File: src/rtl/pwm_leg_pkg.sv
package pwm_leg_pkg;
  typedef enum logic [1:0] {
    CM_RISE = 2'd0,
    CM_FALL = 2'd1,
    CM_TRI  = 2'd2,
    CM_SPARE = 2'd3
  } car_mode_e;
endpackage

File: src/rtl/pwm_carrier.sv
module pwm_carrier #(
  parameter int CNT_W = 8
) (
  input  logic             clk,
  input  logic             rst_n,
  input  logic [CNT_W-1:0] cfg_max,
  input  logic [1:0]       cfg_mode,
  output logic [CNT_W-1:0] cnt_o,
  output logic [CNT_W-1:0] max_o,
  output logic [1:0]       mode_o,
  output logic             mid_o,
  output logic             end_o
);
  import pwm_leg_pkg::*;
  localparam logic [CNT_W-1:0] ONE = CNT_W'(1);

  logic [CNT_W-1:0] cnt_q, max_q;
  car_mode_e        mode_q;
  logic             fall_q;   // triangle is on its falling half

  function automatic logic [CNT_W-1:0] half_of(input logic [CNT_W-1:0] m);
    return m >> 1;
  endfunction

  function automatic logic [CNT_W-1:0] start_of(input car_mode_e md,
                                                input logic [CNT_W-1:0] m);
    return (md == CM_FALL) ? m : '0;
  endfunction

  always_comb begin
    unique case (mode_q)
      CM_FALL: begin
        end_o = (cnt_q == '0);
        mid_o = (cnt_q == half_of(max_q));
      end
      CM_TRI: begin
        end_o = fall_q ? (cnt_q == ONE) : ((max_q <= ONE) && (cnt_q == max_q));
        mid_o = !fall_q && (cnt_q == max_q);
      end
      default: begin
        end_o = (cnt_q == max_q);
        mid_o = (cnt_q == half_of(max_q));
      end
    endcase
  end

  always_ff @(posedge clk or negedge rst_n) begin
    if (!rst_n) begin
      cnt_q  <= '0;
      max_q  <= '0;
      mode_q <= CM_RISE;
      fall_q <= 1'b0;
    end else if (end_o) begin
      max_q  <= cfg_max;
      mode_q <= car_mode_e'(cfg_mode);
      fall_q <= 1'b0;
      cnt_q  <= start_of(car_mode_e'(cfg_mode), cfg_max);
    end else begin
      unique case (mode_q)
        CM_FALL: cnt_q <= cnt_q - ONE;
        CM_TRI: begin
          if (!fall_q && (cnt_q == max_q)) begin
            fall_q <= 1'b1;
            cnt_q  <= cnt_q - ONE;
          end else if (fall_q) begin
            cnt_q  <= cnt_q - ONE;
          end else begin
            cnt_q  <= cnt_q + ONE;
          end
        end
        default: cnt_q <= cnt_q + ONE;
      endcase
    end
  end

  assign cnt_o  = cnt_q;
  assign max_o  = max_q;
  assign mode_o = mode_q;
endmodule

File: src/rtl/pwm_compare.sv
module pwm_compare #(
  parameter int CNT_W = 8
) (
  input  logic             clk,
  input  logic             rst_n,
  input  logic             load,
  input  logic [CNT_W-1:0] duty,
  input  logic [CNT_W-1:0] carrier,
  output logic [CNT_W-1:0] cmp_o,
  output logic             want_o
);
  logic [CNT_W-1:0] cmp_q;

  function automatic logic below(input logic [CNT_W-1:0] c,
                                 input logic [CNT_W-1:0] t);
    return c < t;
  endfunction

  always_ff @(posedge clk or negedge rst_n) begin
    if (!rst_n)    cmp_q <= '0;
    else if (load) cmp_q <= duty;
  end

  assign cmp_o  = cmp_q;
  assign want_o = below(carrier, cmp_q);
endmodule

File: src/rtl/pwm_deadband.sv
module pwm_deadband #(
  parameter int DT_W = 5
) (
  input  logic            clk,
  input  logic            rst_n,
  input  logic            want,
  input  logic [DT_W-1:0] gap,
  output logic            drv_hi,
  output logic            drv_lo,
  output logic            flip_o
);
  localparam logic [DT_W-1:0] DT_ONE = DT_W'(1);

  logic            lvl_q;
  logic [DT_W-1:0] wait_q;
  logic            settled;

  assign flip_o  = want ^ lvl_q;
  assign settled = (wait_q == '0);

  always_ff @(posedge clk or negedge rst_n) begin
    if (!rst_n) begin
      lvl_q  <= 1'b0;
      wait_q <= '0;
    end else if (flip_o) begin
      lvl_q  <= want;
      wait_q <= gap;
    end else if (!settled) begin
      wait_q <= wait_q - DT_ONE;
    end
  end

  assign drv_hi = lvl_q && settled;
  assign drv_lo = !lvl_q && settled;
endmodule

File: src/rtl/pwm_leg_top.sv
module pwm_leg_top #(
  parameter int CNT_W = 8,
  parameter int DT_W  = 5
) (
  input  logic             clk,
  input  logic             rst_n,
  input  logic [CNT_W-1:0] period_max,
  input  logic [1:0]       mode_sel,
  input  logic [CNT_W-1:0] duty,
  input  logic             latch_mid,
  input  logic             trig_mid,
  input  logic [DT_W-1:0]  dead_cycles,
  output logic [CNT_W-1:0] carrier,
  output logic             out_hi,
  output logic             out_lo,
  output logic             adc_start
);
  logic [CNT_W-1:0] act_max, cmp_val;
  logic [1:0]       act_mode;
  logic             mid_evt, end_evt, latch_evt, want_lvl, edge_evt;

  pwm_carrier #(.CNT_W(CNT_W)) u_car (
    .clk(clk), .rst_n(rst_n), .cfg_max(period_max), .cfg_mode(mode_sel),
    .cnt_o(carrier), .max_o(act_max), .mode_o(act_mode),
    .mid_o(mid_evt), .end_o(end_evt)
  );

  assign latch_evt = latch_mid ? mid_evt : end_evt;
  assign adc_start = trig_mid ? mid_evt : end_evt;

  pwm_compare #(.CNT_W(CNT_W)) u_cmp (
    .clk(clk), .rst_n(rst_n), .load(latch_evt), .duty(duty),
    .carrier(carrier), .cmp_o(cmp_val), .want_o(want_lvl)
  );

  pwm_deadband #(.DT_W(DT_W)) u_db (
    .clk(clk), .rst_n(rst_n), .want(want_lvl), .gap(dead_cycles),
    .drv_hi(out_hi), .drv_lo(out_lo), .flip_o(edge_evt)
  );
endmodule

File: config.mk
export PLATFORM = sky130hd
export DESIGN_NAME = pwm_leg_top
export DESIGN_NICKNAME = d
export VERILOG_FILES = /design/src/rtl/pwm_leg_pkg.sv /design/src/rtl/pwm_carrier.sv /design/src/rtl/pwm_compare.sv /design/src/rtl/pwm_deadband.sv /design/src/rtl/pwm_leg_top.sv
export SDC_FILE = /design/constraint.sdc
export NUM_CORES = 1
export LEC_CHECK = 0
export BUFFER_PORTS_ARGS = -buffer_cell sky130_fd_sc_hd__buf_2
export CELL_PAD_IN_SITES_DETAIL_PLACEMENT = 0
export CELL_PAD_IN_SITES_GLOBAL_PLACEMENT = 1
export CORE_MARGIN = 5
export CORE_UTILIZATION = 40
export DETAILED_ROUTE_END_ITERATION = 8
export PLACE_DENSITY_LB_ADDON = 0.08
export REMOVE_ABC_BUFFERS = 1
export SLEW_MARGIN = 5
export SYNTH_ARGS = -nofsm -noshare
export SYNTH_HDL_FRONTEND = slang
export SYNTH_SLANG_ARGS = --single-unit
File: constraint.sdc
create_clock -name clk -period 2.1 [get_ports clk]
set_input_delay 0.105 -clock clk [delete_from_list [all_inputs] [get_ports clk]]
set_output_delay 0.105 -clock clk [all_outputs]
set_load 0.01 [all_outputs]
==> results of run 1 <==
state kept, by name (all words and copies together), names as in the netlist:
register	cells
u_car.mode_o	2
u_car.fall_q	1
u_car.cnt_o	8
u_cmp.cmp_o	8
u_db.lvl_q	1
u_db.wait_q	5
u_car.max_o	8
area by class of cell:
cell class,instances,share of cell area [%]
Sequential cell,33,24.16
Inverter,15,1.640
Clock inverter,1,0.1458
Clock buffer,7,2.806
Multi-Input combinational cell,156,47.59
Timing Repair Buffer,95,21.03
Tap cell,72,2.624
synth_stat cells (2+ instances only):
cell / n / area, um^2
xnor2_1: 10 / 87.58
inv_1: 15 / 56.30
nor2_1: 10 / 37.54
nand3_1: 9 / 45.04
nand4_1: 2 / 12.51
a221oi_1: 4 / 35.03
nor4_2: 2 / 25.02
mux2_4: 8 / 120.1
a21o_1: 6 / 45.04
mux2_2: 14 / 157.7
o221a_2: 4 / 45.04
buf_2: 4 / 20.02
buf_6: 3 / 33.78
clkbuf_1: 2 / 7.510
and2_1: 2 / 12.51
dfrtp_1: 33 / 825.8
nand2_1: 8 / 30.03
o31ai_1: 6 / 45.04
a211oi_1: 3 / 22.52
nor2b_1: 2 / 12.51
ha_1: 15 / 187.7
a32oi_1: 3 / 26.28
and3_1: 4 / 25.02
or3_1: 2 / 12.51
a21oi_1: 3 / 15.01
nor3_1: 7 / 35.03
o21ai_0: 5 / 25.02
a31oi_1: 2 / 12.51
xor2_1: 8 / 70.07
o32ai_4: 2 / 55.05
kinds of logic after synthesis:
logic type	count (synthesis)
buffers and inverters	24
and+or+nand+nor	55
muxes	24
AOI/OAI and AO/OA	43
DFF	33
adders and majority gates	15
xor gates and xnor gates	19
worst max path at each step:
stage | end | slack, ns | start
5_1_grt | adc_start | -0.16 | u_car.max_o[6]
2_1_floorplan | u_cmp.cmp_o[0] | -0.50 | u_car.mode_o[0]
6_report | adc_start | -0.07 | u_car.mode_o[0]
3_5_place_dp | u_db.wait_q[2] | -0.21 | u_car.cnt_o[5]
4_1_cts | adc_start | -0.08 | u_car.cnt_o[5]
3_3_place_gp | u_db.wait_q[2] | -0.18 | u_car.cnt_o[5]
metal layers:
metal / track usage [%] / wire length [um] / vias up
li1: - / - / 964
met1: 24.42 / 3108 / 966
met2: 29.03 / 3198 / 50
met3: 4.227 / 300 / 11
met4: 5.036 / 121 / 0
met5: 0 / 0 / -
critical path, cell delays in order, from the launching register on:
cell	delay, ns
dfrtp_1	0.39
inv_2	0.09
ha_4	0.21
buf_4	0.13
a31oi_1	0.24
o32ai_4	0.16
buf_6	0.16
mux2_4	0.27
buf_6	0.12
power by group:
part | switching [W] | total (W) | internal (W)
clock network | 0.000254 | 0.000551 | 0.000297
logic | 0.00172 | 0.00378 | 0.00206
registers | 0.000281 | 0.00123 | 0.000951
total | 0.00226 | 0.00556 | 0.00330
metrics by stage:
| step | TNS [ns] | hold WS (ns) | worst slack, ns |
|---|---|---|---|
| after floorplan | -7.456 | -0.1906 | -0.4995 |
| after global placement | -1.715 | 0.2291 | -0.1806 |
| after detailed placement | -2.467 | 0.2389 | -0.2098 |
| after CTS | -0.6477 | 0.02376 | -0.07735 |
| after global routing | -1.883 | 0.03036 | -0.1553 |
| final | -0.3681 | 0.02486 | -0.07338 |
timing repair:
item | CTS | global route
cloned | 0 | 1
pin swaps | 10 | 17
buffers inserted | 11 | 6
setup endpoints to repair | 27 | 31
resized for setup | 31 | 35
endpoints found under the hold margin | 33 | 0
hold buffers | 1 | 0
==> flow_metrics.env, run 1 <==
export IMPL_fin_crit_sh_pct=103.5
export IMPL_drt_total_wl_um=6729
export IMPL_drive_gt1_share_pct=54.07
export IMPL_core_area_um2=5540
export IMPL_place_area_um2=2794
export IMPL_layout_cells_non_filler=379
export IMPL_die_h_um=85.62
export IMPL_reg2reg_from="u_car.mode_o[0]"
export IMPL_dieArea_um2=7330
export IMPL_synth_edf_count=0
export IMPL_portBuffers=37
export IMPL_final_common_cell="buf_4"
export IMPL_grt_max_degree=34
export IMPL_leakage_nw=1.625
export IMPL_fin_ws_ns=-0.07338
export IMPL_yosysUniqueCellTypes=45
export IMPL_tritoncts="yes"
export IMPL_initial_core_util_pct=41.28
export IMPL_reg2reg_slack_ns=-0.05
export IMPL_dpl_cell_count=352
export IMPL_clk_insertion_delay_late_ns=0.30
export IMPL_area_growth_pct=50.11
export IMPL_drt_pass1_iter_count=4
export IMPL_grt_pass1_vias=2014
export IMPL_synth_compound_area_share_pct=16.25
export IMPL_ys_async_sr_fraction_pct=100.0
export IMPL_total_power_w=0.005562
export IMPL_synth_xor_area_share_pct=7.604
export IMPL_drcViolationCount=0
export IMPL_clock_fmax_ghz=0.4601
export IMPL_hold_class="primary input to flop"
export IMPL_antenna_found_initial=0
export IMPL_failed_checks="setup timing"
export IMPL_cts_root_buf="clkbuf_8"
export IMPL_r2r_end="u_car.max_o[4]"
export IMPL_setup_worst_path_end_class="output port"
export IMPL_clock_skew_ns=0.007892
export IMPL_layout_common_cells="44 x buf_4, 36 x buf_2, 30 x dfrtp_1"
export IMPL_synthAdderAreaFrac_pct=8.206
export IMPL_die_x_um=85.62
export IMPL_vias_per_cell=5.253
export IMPL_multi_input_area_um2=1634
export IMPL_rsz0062_at_grt="true"
export IMPL_drv_slew=0
export IMPL_antenna_left=0
export IMPL_place_gp_congestion=0.8373
export IMPL_boundaryPins=38
export IMPL_fillers=491
export IMPL_syn_area_per_cell_um2=10.74
export IMPL_postSynthCellCount=213
export IMPL_vias=1991
export IMPL_grt_usage_pct=18.09
export IMPL_r2r_cells=8
export IMPL_diodes=0
export IMPL_status="finished, violations left"
export IMPL_cts_sinks=33
export IMPL_finalInstanceArea_um2=3433
export IMPL_finish_utilization_pct=61.97
export IMPL_ys_seq_elements=33
export IMPL_grt_remaining_overflow=0
export IMPL_worstMarginPinSlew_ns=0.7704
export IMPL_holdPathEnd="u_car.mode_o[0]"
export IMPL_first_iter_violations=82
export IMPL_period_minus_slack_ns=2.173
export IMPL_powerDensity_nw_per_um2=1620
export IMPL_worstSetupPathType="flop to output port"
export IMPL_cts_htree_levels=2
export IMPL_cts_buffer_depth=2
export IMPL_synth_flop_cell="dfrtp_1"
export IMPL_finalSetupViolations=13
export IMPL_clkTransAtPathRegs_ns=0.07
export IMPL_synth_area_um2=2287
export IMPL_worstPathArrival_ns=2.07
export IMPL_final_hold_viol_count=0
export IMPL_drv_cap=0
export IMPL_synthMuxAreaShare_pct=13.57
export IMPL_grt_pass1_wl_um=10160
export IMPL_rows=27
export IMPL_vdd_drop_max_mv=0.7293
export IMPL_required_ns=2.00
export IMPL_dp_hpwl_um=4754
export IMPL_ys_warn_count=0
export IMPL_layout_nets=348
export IMPL_seqCellArea_um2=829.5
export IMPL_wl_per_cell_um=17.75
export IMPL_cts_buffers=5
export IMPL_critPathMaxFanout=3
export IMPL_cp_start_kind="flop"
export IMPL_relSlewSlack_pct=48.64
export IMPL_min_path_cells=3
export IMPL_synth_simple_area_share_pct=13.13
export IMPL_seq_area_frac_synth_pct=36.11
export IMPL_synth_top_family_by_area="compound AO/OA/AOI/OAI gates"
export IMPL_hold_start="mode_sel[0]"
(Power assumes the default switching activity.)
==> inputs of run 2 (changes only) <==
- clock period: 2.1 -> 1.8 ns (I/O delays scaled with it)
==> run 2 against run 1 <==
Compared with the run above: the run still ends with setup timing left; die area unchanged; clock power about the same; hold slack better by 0.0020 ns; combinational power up 22%; cell count up 4.0%; worst setup slack worse by 0.40 ns; register-to-register slack worse by 0.42 ns; non-clock buffer count up 15; core utilization up 3.3 points; total power up 19%; critical path type is now flop to flop; largest cell class unchanged; highest routed layer unchanged.
==> flow_metrics.env, run 2 (synthesis gave the netlist of run 1 again) <==
export IMPL_grt_remaining_overflow=0
export IMPL_core_area_um2=5540
export IMPL_finalSetupViolations=33
export IMPL_clk_insertion_delay_late_ns=0.29
export IMPL_path_buf_inv=3
export IMPL_drcViolationCount=0
export IMPL_powerDensity_nw_per_um2=1833
export IMPL_drt_pass1_iter_count=4
export IMPL_reg2reg_slack_ns=-0.47
export IMPL_layout_cells_non_filler=394
export IMPL_cp_start_kind="flop"
export IMPL_vdd_drop_max_mv=0.8832
export IMPL_hold_start="duty[2]"
export IMPL_grt_pass1_vias=2173
export IMPL_rows=27
export IMPL_clkTransAtPathRegs_ns=0.07
export IMPL_cts_sinks=33
export IMPL_area_growth_pct=57.99
export IMPL_cts_root_buf="clkbuf_8"
export IMPL_rsz0062_at_grt="true"
export IMPL_place_gp_congestion=0.9084
export IMPL_finalInstanceArea_um2=3613
export IMPL_final_hold_viol_count=0
export IMPL_grt_pass1_wl_um=10490
export IMPL_portBuffers=37
export IMPL_fin_ws_ns=-0.4709
export IMPL_layout_nets=363
export IMPL_cts_buffer_depth=2
export IMPL_final_common_cell="buf_4"
export IMPL_grt_usage_pct=18.19
export IMPL_holdPathEnd="u_cmp.cmp_o[2]"
export IMPL_drt_total_wl_um=6963
export IMPL_drive_gt1_share_pct=59.94
export IMPL_layout_common_cells="55 x buf_4, 36 x buf_2, 30 x dfrtp_1"
export IMPL_worstPathArrival_ns=2.44
export IMPL_cpMaxStageDelayCell="dfrtp_2"
export IMPL_worstMarginPinSlew_ns=0.7802
export IMPL_clock_skew_ns=0.007049
export IMPL_die_x_um=85.62
export IMPL_max_stage_delay_ns=0.44
export IMPL_hold_class="primary input to flop"
export IMPL_path_delay_family="compound AO/OA/AOI/OAI gates"
export IMPL_drv_slew=0
export IMPL_wl_per_cell_um=17.67
export IMPL_cts_htree_levels=2
export IMPL_failed_checks="setup timing"
export IMPL_first_iter_violations=100
export IMPL_crit_path_cell_trace="buf_6 -> xor2_2 -> nor4_2 -> buf_4 -> nand2_8 -> buf_12 -> a21o_4 -> a221oi_2 -> o31ai_2"
export IMPL_clock_fmax_ghz=0.4404
export IMPL_worstSetupPathType="flop to flop"
export IMPL_fin_crit_sh_pct=126.2
export IMPL_place_area_um2=2869
export IMPL_reg2reg_from="u_car.cnt_o[5]"
export IMPL_setup_worst_path_end_class="flop"
export IMPL_tritoncts="yes"
export IMPL_fillers=455
export IMPL_critPathMaxFanout=6
export IMPL_r2r_cells=9
export IMPL_period_minus_slack_ns=2.271
export IMPL_drv_cap=0
export IMPL_required_ns=1.97
export IMPL_grt_max_degree=34
export IMPL_vias_per_cell=5.261
export IMPL_dpl_cell_count=362
export IMPL_vias=2073
export IMPL_antenna_left=0
export IMPL_dieArea_um2=7330
export IMPL_boundaryPins=38
export IMPL_dp_hpwl_um=4591
export IMPL_r2r_end="u_car.cnt_o[2]"
export IMPL_status="finished, violations left"
export IMPL_cts_buffers=5
export IMPL_leakage_nw=1.729
export IMPL_die_h_um=85.62
export IMPL_diodes=0
export IMPL_min_path_cells=2
export IMPL_dpl_worst_slack_ns=-0.4642
export IMPL_relSlewSlack_pct=47.98
export IMPL_antenna_found_initial=0
export IMPL_initial_core_util_pct=41.28
[run 2: cell count changes in the layout (fill, tap and decap cells not counted), sizes merged]
cell,previous run,this run
buf,93,109
clkinv,1,0
[run 2: final cells by class]
class / instances / area, um^2 / share of cell area (%)
Sequential cell: 33 / 829.5 / 22.96
Multi-Input combinational cell: 156 / 1707 / 47.23
Clock buffer: 8 / 80.08 / 2.216
Tap cell: 72 / 90.09 / 2.493
Inverter: 15 / 56.30 / 1.558
Timing Repair Buffer: 110 / 850.8 / 23.55
[run 2: what timing repair did]
item / 4_1_cts / 5_1_grt
pin swaps: 17 / 15
gates cloned: 1 / 0
setup buffers: 17 / 8
setup endpoints to repair: 33 / 35
hold buffers: 1 / 0
endpoints found under the hold margin: 33 / 0
resized for setup: 58 / 35
[run 2: how the worst max path moves through the flow]
stage / startpoint / endpoint / cells past startpoint
6_report: u_car.cnt_o[5] / u_car.cnt_o[2] / 9
2_1_floorplan: u_car.mode_o[0] / u_cmp.cmp_o[0] / 6
5_1_grt: u_car.cnt_o[5] / adc_start / 8
4_1_cts: u_car.cnt_o[5] / u_db.wait_q[2] / 7
3_5_place_dp: u_car.cnt_o[5] / u_db.wait_q[2] / 7
3_3_place_gp: u_car.cnt_o[5] / u_db.wait_q[2] / 7
[run 2: stage by stage]
| stage | util [%] | setup TNS, ns | power [W] | hold slack (ns) |
|---|---|---|---|---|
| final | 65.22 | -11.91 | 0.006622 | 0.02688 |
| after global routing | 65.22 | -14.06 | 0.007062 | 0.02327 |
| after CTS | 60.79 | -9.626 | 0.006020 | 0.02323 |
| after detailed placement | 51.78 | -11.18 | 0.004826 | 0.2266 |
| after global placement | 51.78 | -10.54 | 0.004821 | 0.2101 |
| after floorplan | - | -17.34 | 0.003408 | -0.2056 |
[run 2: where the power goes]
part / internal [W] / switching [W] / total (W)
logic: 0.00251 / 0.00211 / 0.00462
clock network: 0.000275 / 0.000277 / 0.000552
registers: 0.00111 / 0.000339 / 0.00145
total: 0.00390 / 0.00272 / 0.00662
[run 2: per-layer routing]
layer | wire length [um] | GRT usage, % | part of all wire [%]
met5 | 0 | 0 | 0
met3 | 302 | 3.554 | 4.3
met1 | 3114 | 23.51 | 45
met2 | 3467 | 30.72 | 50
met4 | 78 | 5.468 | 1.1
==> inputs of run 3 (changes only) <==
- CORE_UTILIZATION: 40 -> 39
- SYNTH_HIERARCHICAL: not set -> 1
==> run 3 against run 2 <==
Compared with the run above: the run still ends with setup timing left; cell area shrank 3.8%; register-to-register slack worse by 0.03 ns; via count is 4.7% higher; clock power up 31%; flip-flop and latch count did not move; worst setup slack lost 0.032 ns; sequential power is 41% lower; critical endpoint is now u_car/max_o[5]; cell count grew 9.6%; largest cell class unchanged; clock-buffer cell count fell by 3; core utilization fell by 5.5 points; maximum frequency down 1.4%; total power is 70% lower.
==> flow_metrics.env, run 3 <==
export IMPL_place_gp_congestion=0.7837
export IMPL_finalSetupViolations=33
export IMPL_first_iter_violations=107
export IMPL_leakage_nw=1.643
export IMPL_yosysTopAreaCell="dfrtp_1"
export IMPL_hold_class="primary input to flop"
export IMPL_worstSetupPathType="flop to flop"
export IMPL_synth_area_leaders="dfrtp_1 36%, ha_1 7.6%, xnor2_1 4.6%"
export IMPL_seq_area_frac_synth_pct=35.95
export IMPL_syn_area_per_cell_um2=9.376
export IMPL_setup_tns_ns=-12.81
export IMPL_grt_pass1_wl_um=11440
export IMPL_crit_top_cell="or4_4"
export IMPL_clk_insertion_delay_late_ns=0.29
export IMPL_dieArea_um2=7526
export IMPL_cts_root_buf="clkbuf_8"
export IMPL_boundaryPins=38
export IMPL_rsz0062_at_grt="true"
export IMPL_path_buf_inv=2
export IMPL_powerDensity_nw_per_um2=567.2
export IMPL_initial_core_util_pct=39.50
export IMPL_synth_edf_count=0
export IMPL_worstMarginPinSlew_ns=0.7933
export IMPL_drt_pass1_iter_count=4
export IMPL_ys_seq_elements=33
export IMPL_portBuffers=37
export IMPL_drv_cap=0
export IMPL_clkTransAtPathRegs_ns=0.08
export IMPL_cts_htree_levels=2
export IMPL_die_h_um=86.75
export IMPL_area_growth_pct=51.25
export IMPL_diodes=0
export IMPL_final_common_cell="buf_4"
export IMPL_required_ns=1.98
export IMPL_antenna_left=0
export IMPL_drive_gt1_share_pct=47.06
export IMPL_grt_max_degree=34
export IMPL_core_area_um2=5816
export IMPL_cts_buffers=5
export IMPL_yosysUniqueCellTypes=53
export IMPL_critPathMaxFanout=4
export IMPL_die_x_um=86.75
export IMPL_rows=28
export IMPL_synth_common_cells="33 x dfrtp_1, 27 x nand2_1, 19 x o21ai_0"
export IMPL_crit_path_cell_trace="or4_4 -> buf_6 -> or4_4 -> o32ai_4 -> buf_4 -> mux2_2"
export IMPL_fin_ws_ns=-0.5028
export IMPL_synth_flop_cell="dfrtp_1"
export IMPL_vias=2171
export IMPL_drv_slew=0
export IMPL_grt_pass1_vias=2286
export IMPL_failed_checks="setup timing"
export IMPL_grt_usage_pct=19.62
export IMPL_cp_start_kind="flop"
export IMPL_synth_area_um2=2297
export IMPL_final_hold_viol_count=0
export IMPL_max_stage_delay_ns=0.54
export IMPL_layout_nets=397
export IMPL_grt_remaining_overflow=0
export IMPL_whs_ns=0.008487
export IMPL_relSlewSlack_pct=47.11
export IMPL_fin_crit_sh_pct=127.9
export IMPL_clock_skew_ns=0.004390
export IMPL_ys_async_sr_fraction_pct=100.0
export IMPL_yosysMostFrequentCell="dfrtp_1"
export IMPL_postSynthCellCount=245
export IMPL_tritoncts="yes"
export IMPL_synth_top_area_share_pct=35.95
export IMPL_period_minus_slack_ns=2.303
export IMPL_layout_common_cells="63 x buf_4, 36 x buf_2, 33 x dfrtp_1"
export IMPL_status="finished, violations left"
export IMPL_setup_worst_path_end_class="flop"
export IMPL_dpl_cell_count=407
export IMPL_dp_hpwl_um=4880
export IMPL_layout_cells_non_filler=432
export IMPL_vias_per_cell=5.025
export IMPL_ys_warn_count=6
export IMPL_worstPathArrival_ns=2.48
export IMPL_drcViolationCount=0
export IMPL_total_power_w=0.001971
export IMPL_vdd_drop_max_mv=0.3222
export IMPL_cts_buffer_depth=2
export IMPL_antenna_found_initial=0
export IMPL_wl_per_cell_um=15.93
export IMPL_cpMaxStageDelayCell="or4_4"
export IMPL_path_delay_family="simple AND/OR/NAND/NOR gates"
export IMPL_clock_fmax_ghz=0.4343
export IMPL_drt_total_wl_um=6880
export IMPL_cts_sinks=33
run 3: cells by family (layout without fill, tap and decap cells):
logic type / Yosys count / in the layout / share of synthesized area [%]
AOI/OAI and AO/OA: 51 / 51 / 15.69
xor gates and xnor gates: 22 / 22 / 8.388
adders and majority gates: 14 / 14 / 7.625
buffers and inverters: 32 / 144 / 6.753
DFF: 33 / 33 / 35.95
muxes: 14 / 14 / 7.462
and+or+nand+nor: 79 / 79 / 18.14
run 3: final timing paths:
path | start | to | slack (ns) | cells after the start
setup / recovery | u_car/cnt_o[6] | u_car/max_o[5] | -0.50 | 6
hold / removal | dead_cycles[0] | u_db/wait_q[0] | 0.008 | 3
setup reg to reg | u_car/cnt_o[6] | u_car/max_o[5] | -0.50 | 6
hold reg to reg | u_cmp/cmp_o[0] | u_cmp/cmp_o[0] | 0.52 | 1
max in group asynchronous | rst_n | u_car/max_o[1] | 0.88 | 2
min in group asynchronous | rst_n | u_car/cnt_o[2] | 0.42 | 2
run 3: area by class of cell:
class,instances,area (um^2)
Inverter,18,67.56
Fill cell,551,2341
Multi-Input combinational cell,180,1489
Clock inverter,3,46.29
Tap cell,75,93.84
Clock buffer,5,68.82
Sequential cell,33,825.8
Timing Repair Buffer,118,883.3
run 3: worst min-delay path, stage by stage:
cell and delay, ns:
buf_2 0.07, nand2_1 0.03, o21ai_1 0.06
run 3: stage by stage:
| stage | area, um^2 | util (%) | worst slack, ns |
|---|---|---|---|
| floorplan | 2210 | - | -0.8385 |
| global placement | 2982 | 51.27 | -0.4199 |
| detailed placement | 2982 | 51.27 | -0.4364 |
| CTS | 3334 | 57.34 | -0.5275 |
| global route | 3475 | 59.75 | -0.5938 |
| finish | 3475 | 59.75 | -0.5028 |
run 3: repair_timing:
action,in CTS,in global routing
gates cloned,1,1
endpoints found under the hold margin,39,0
setup endpoints to repair,33,35
hold buffers,7,0
resized for setup,23,44
setup buffers,5,5
pin swaps,5,9
run 3: report_power, final:
group          total (W)  internal, W  leakage (nW)  switching [W]
clock           0.000725     0.000415        0.0543       0.000310
combinational   0.000390     0.000224          1.20       0.000166
sequential      0.000856     0.000794         0.385      0.0000622
total            0.00197      0.00143          1.64       0.000539
run 3: layer usage:
metal	GRT usage [%]	part of all wire, %	vias to the layer above
li1	-	-	1073
met1	26.77	49	1050
met2	31.22	46	40
met3	3.517	3.4	8
met4	6.799	1.4	0
met5	0	0	-
